==> src/rtl/ct_wr_interleave.sv <==
module ct_wr_interleave #(
  parameter int ROW_BITS = 12,
  parameter int COL_BITS = 12,
  parameter int HALF_W   = 32,
  parameter int MCOL_W   = 9,
  localparam int ADDR_W  = ROW_BITS + COL_BITS - 3,
  localparam int MROW_W  = ADDR_W - MCOL_W
) (
  input  logic              clk,
  input  logic              rst_n,
  input  logic              in_valid,
  input  logic [HALF_W-1:0] in_re,
  input  logic [HALF_W-1:0] in_im,
  output logic              out_valid,
  output logic [HALF_W-1:0] out_re,
  output logic [HALF_W-1:0] out_im,
  output logic              out_grp,
  output logic [1:0]        out_bank,
  output logic [MROW_W-1:0] out_row,
  output logic [MCOL_W-1:0] out_col,
  output logic              burst_start,
  output logic              frame_done
);

  logic [ROW_BITS-1:0] x;
  logic [COL_BITS-1:0] y;
  logic [ADDR_W-1:0]   addr;

  wire last_col = &y;
  wire last_row = &x;

  assign addr = {x[ROW_BITS-1:4], x[1:0], y[COL_BITS-1:3], y[1:0]};

  always_ff @(posedge clk) begin
    if (!rst_n) begin
      x <= '0;
      y <= '0;
    end else if (in_valid) begin
      y <= y + 1'b1;
      if (last_col) x <= x + 1'b1;
    end
  end

  always_ff @(posedge clk) begin
    if (!rst_n) begin
      out_valid   <= 1'b0;
      out_re      <= '0;
      out_im      <= '0;
      out_grp     <= 1'b0;
      out_bank    <= '0;
      out_row     <= '0;
      out_col     <= '0;
      burst_start <= 1'b0;
      frame_done  <= 1'b0;
    end else begin
      out_valid   <= in_valid;
      burst_start <= in_valid && (y[1:0] == 2'd0);
      frame_done  <= in_valid && last_col && last_row;
      if (in_valid) begin
        out_re   <= in_re;
        out_im   <= in_im;
        out_grp  <= y[2];
        out_bank <= x[3:2];
        out_row  <= addr[ADDR_W-1:MCOL_W];
        out_col  <= addr[MCOL_W-1:0];
      end
    end
  end

  logic       seen_q;
  logic       grp_q;
  logic [1:0] bank_q;

  always_ff @(posedge clk) begin
    if (!rst_n) begin
      seen_q <= 1'b0;
      grp_q  <= 1'b0;
      bank_q <= '0;
    end else if (out_valid) begin
      seen_q <= 1'b1;
      grp_q  <= out_grp;
      bank_q <= out_bank;
    end
  end

  assert_valid_latency_R2: assert property (@(posedge clk) disable iff (!rst_n)
    in_valid |=> out_valid);

  assert_idle_quiet_R9: assert property (@(posedge clk) disable iff (!rst_n)
    !in_valid |=> !out_valid && !burst_start && !frame_done);

  assert_burst_steady_R3: assert property (@(posedge clk) disable iff (!rst_n)
    (out_valid && !burst_start && seen_q) |-> (out_grp == grp_q) && (out_bank == bank_q));

  assert_burst_qualified_R7: assert property (@(posedge clk) disable iff (!rst_n)
    burst_start |-> out_valid);

  assert_frame_end_R8: assert property (@(posedge clk) disable iff (!rst_n)
    frame_done |-> out_valid && out_grp && (out_bank == 2'd3) && !burst_start);

endmodule

==> config.mk <==
export PLATFORM = sky130hd
export DESIGN_NAME = ct_wr_interleave
export DESIGN_NICKNAME = d
export VERILOG_FILES = /design/src/rtl/ct_wr_interleave.sv
export SDC_FILE = /design/constraint.sdc
export NUM_CORES = 1
export LEC_CHECK = 0
export CORE_MARGIN = 2
export CORE_UTILIZATION = 30
export DETAILED_ROUTE_END_ITERATION = 7
export DONT_BUFFER_PORTS = 1
export PLACE_DENSITY_LB_ADDON = 0.2
export REMOVE_ABC_BUFFERS = 1
export SYNTH_ARGS = -nofsm -noshare
export SYNTH_HDL_FRONTEND = slang
export SYNTH_SLANG_ARGS = --single-unit
==> constraint.sdc <==
create_clock -name clk -period 2.2 [get_ports clk]
set_input_delay 0.22 -clock clk [delete_from_list [all_inputs] [get_ports clk]]
set_output_delay 0.22 -clock clk [all_outputs]
set_load 0.02 [all_outputs]
==> flow_metrics.tcl, run 1 <==
set metrics [dict create \
    outcome "aborted with a tool error" \
    haltStage "4_1_cts" \
    tool.error "[ERROR RSZ-0060] Max buffer count reached." \
    place_inst 581 \
    synth_top_family_by_area "multiplexers" \
    yosys_warnings 0 \
    yosysTopAreaCellShare 0.5375 \
    synth_cell_types 33 \
    cts-root-buf "clkbuf_16" \
    ys_ff_latch 115 \
    cts_buffers 17 \
    dp_hpwl_mm 5.803 \
    row_count 43 \
    htree_num_levels 4 \
    routabilityCongestion 0.7079 \
    synthXorXnorAreaFrac 0.01840 \
    ys_top_cells_by_area "dfxtp_1 54%, mux2i_1 22%, nor2_1 8.7%" \
    synth.yosys.seq_area_share 0.5375 \
    synth_fa_ha_area_frac 0.008764 \
    synthSimpleGateAreaFrac 0.1621 \
    ctsLongestPathBuffers 2 \
    cts_setup_buffers 0 \
    clkSinkCount 115 \
    syn_area_sq_um 4283 \
    io_pins 158 \
    start_util 0.3074 \
    synthMuxAreaShare 0.2174 \
    port-buffer-count 0 \
    die_x_um 123.5 \
    yosysTopAreaCell "dfxtp_1" \
    fp.dieH_um 123.5 \
    syn_area_per_cell_sq_um 10.12 \
    cts_hold_buf 123 \
    syn_inst 423 \
    cts-resized-gates 0 \
    synth_compound_area_frac 0.02483 \
]
==> cells by family after synthesis <==
logic type,Yosys count
AND/OR/NAND/NOR,154
flip-flops,115
multiplexers,93
buffers and inverters,31
AO/OA/AOI/OAI,18
XOR/XNOR,9
adder cells (fa/ha/maj),3
==> Yosys cell counts (all sizes together) <==
cell,n
or2,1
o31a,1
buf,10
or4,5
mux2i,93
nand4,6
nand2,15
clkbuf,16
nor3,2
nor2,99
dfxtp,115
o211ai,1
or3,4
and3,1
o31ai,3
nand3,8
nand2b,4
o21a,1
o21ai,4
xnor2,5
and2,2
ha,3
a21oi,8
inv,5
and4,1
xor2,4
nor4,6
==> per-stage QoR <==
step                      hold WS (ns)  worst slack [ns]  area [sq um]    util
after floorplan                 0.3378            0.1614          4169       -
after global placement          0.3433            0.1159          4438  0.3185
after detailed placement        0.3449            0.1078          4438  0.3185
==> run 2, diff against run 1 <==
- CORE_UTILIZATION: 30 -> 20
- PLACE_DENSITY_LB_ADDON: 0.2 -> 0.15
- clock period: 2.2 -> 2.9 ns (I/O delays scaled with it)
==> flow_metrics.tcl, run 2 <==
set metrics [dict create \
    cts_setup_buffers 0 \
    row_count 53 \
    period_minus_slack_ns 2.233 \
    place_inst 674 \
    multiInputGateArea_sq_um 1848 \
    synthMuxAreaShare 0.2174 \
    synth_cell_types 33 \
    area_growth_pct 20.10 \
    layout_common_cells "115 x dfxtp_1, 99 x nor2_1, 93 x mux2i_1, 17 x clkbuf_16, 15 x nand2_1" \
    vias_per_cell 4.075 \
    grt_start_max_net_pins 97 \
    rsz0062_at_grt "false" \
    cts_tree "yes" \
    synth.most_common_cell "dfxtp_1" \
    ys_ff_latch 115 \
    routabilityCongestion 0.6589 \
    final_cell_count_no_fill 707 \
    outcome "completed" \
    port-buffer-count 0 \
    syn_area_sq_um 4283 \
    drive_above_1_share 0.08796 \
    syn_area_per_cell_sq_um 10.12 \
    layout_setup_ws_ns 0.6665 \
    die_x_um 150.3 \
    overflow 0 \
    tightest_slew_ns 0.6667 \
    drv_cap 0 \
    critical_path.max_fanout 17 \
    setup_viol 0 \
    timing.final.hold_violations 0 \
    cts_buffers 17 \
    fillers 2205 \
    drc 0 \
    powerDensity_nw_per_um2 784.2 \
    worstReg2RegStart "y[0]" \
    cp-start-kind "register" \
    hold_class "in2reg" \
    htree_num_levels 4 \
    vias 2881 \
    async_reset_ff_frac 0 \
    n_antenna_cell 0 \
    ant_nets 0 \
    ctsLongestPathBuffers 2 \
    arrival_ns 2.56 \
    routedWlPerCell_um 13.73 \
    dp_hpwl_mm 6.128 \
    leakage_nw 2.091 \
    synth_edf_count 0 \
    yosysTopAreaCell "dfxtp_1" \
    mostFrequentLayoutCell "dfxtp_1" \
    reg2reg_depth 5 \
    fmax_mhz 447.7 \
    slew_headroom 0.5514 \
    post-place-ws_ns 0.6769 \
    fp.dieH_um 150.3 \
    antenna_found_initial 0 \
    yosysTopAreaCellShare 0.5375 \
    start_util 0.2037 \
    cts.clk_slew.worst_paths_ns 0.06 \
    dieArea_sq_um 22600 \
    regArea_sq_um 2302 \
    clkSinkCount 115 \
    syn_inst 423 \
    io_pins 158 \
    synthSimpleGateAreaFrac 0.1621 \
    ir_drop_v 0.0002853 \
    fin_skew_ns 0.005984 \
    path_class "reg2reg" \
    reg_top3 "out_im: 32 flops, out_re: 32 flops" \
    setup_tns_ns 0 \
    yosys_warnings 0 \
    reg2reg_to "x[6]" \
    worstSetupEndpointType "register" \
    fin_nets 489 \
    first_global_vias 2880 \
    cts-root-buf "clkbuf_16" \
    drtIter0Drc 122 \
    fin_util 0.2447 \
    critical_path.startpoint "y[0]" \
    cp.required_ns 3.23 \
    grtUsageTotal 0.08775 \
    synth.yosys.seq_area_share 0.5375 \
    r2r_setup_slack_ns 0.67 \
    slowest_delay_ns 0.68 \
    clk_latency_ns 0.40 \
    slew_violations 0 \
    synth_flop_cell "dfxtp_1" \
    synthXorXnorAreaFrac 0.01840 \
    cp_slowest_cell "or4_4" \
    grt_pass1_wl_mm 15.17 \
    synth_fa_ha_area_frac 0.008764 \
    ys_top_cells_by_area "dfxtp_1 54%, mux2i_1 22%, nor2_1 8.7%" \
    post-route-period-util 0.7702 \
    drt_wl_total_mm 9.706 \
    dr.pass1.iters 4 \
    path_cells "ha_1, nand3_2, or4_4, or4_1, a21oi_1" \
    crit_end "x[6]" \
    synth_top_cells_by_count "115 x dfxtp_1, 99 x nor2_1, 93 x mux2i_1" \
    whs_ns 0.03166 \
    core_area_sq_um 21020 \
    synth_top_family_by_area "multiplexers" \
    synth_compound_area_frac 0.02483 \
]
-- run 2: cell counts after synthesis --
Identical to the previous run, type by type.
-- run 2: worst min path at each step --
stage | startpoint | to | cells past startpoint
global placement | rst_n | y[11] | 1
CTS | in_im[13] | out_im[13] | 2
global route | in_im[28] | out_im[28] | 2
finish | in_im[13] | out_im[13] | 2
detailed placement | rst_n | out_valid | 1
floorplan | rst_n | y[11] | 1
-- run 2: what timing repair did --
action | 4_1_cts | 5_1_grt
hold endpoints to repair | 2 | 0
gates resized for setup | 0 | 0
hold buffers | 1 | 0
-- run 2: power breakdown --
group	switching, mW	internal, mW
sequential	0.111	1.64
clock	0.741	1.41
combinational	0.0591	0.0692
-- run 2: cell families (layout without fill, tap and decap cells) --
kind of cell,after synthesis,after routing
adder cells (fa/ha/maj),3,3
AO/OA/AOI/OAI,18,18
XOR/XNOR,9,9
flip-flops,115,115
multiplexers,93,93
buffers and inverters,31,40
AND/OR/NAND/NOR,154,154
-- run 2: area by class of cell --
class,instances,share of cell area
tap,275,0.06689
multi-input combinational,277,0.3593
clock inverter,10,0.02530
timing repair buffer,3,0.004865
inverter,5,0.003892
clock buffer,22,0.09219
sequential,115,0.4476
-- run 2: critical path, delay by kind of cell, from the launching register on --
kind                     cells  cell delay [ns]
AND/OR/NAND/NOR              3             1.35
adder cells (fa/ha/maj)      1             0.24
AO/OA/AOI/OAI                1             0.15
flip-flops                   1             0.42
-- run 2: metal layers --
layer | wire (um) | global-route usage | vias to the layer above
li1 | - | - | 1425
met3 | 901 | 0.05121 | 6
met1 | 4465 | 0.1064 | 1335
met2 | 4245 | 0.1270 | 115
met5 | 0 | 0 | -
met4 | 94 | 0.03396 | 0
-- run 2: metrics by stage --
step / cell area, sq um / total power, mW
2_1_floorplan: 4169 / 1.879
3_3_place_gp: 4529 / 1.914
3_5_place_dp: 4529 / 1.916
4_1_cts: 5144 / 4.122
5_1_grt: 5144 / 4.224
6_report: 5144 / 4.033
(Power assumes the default switching activity.)
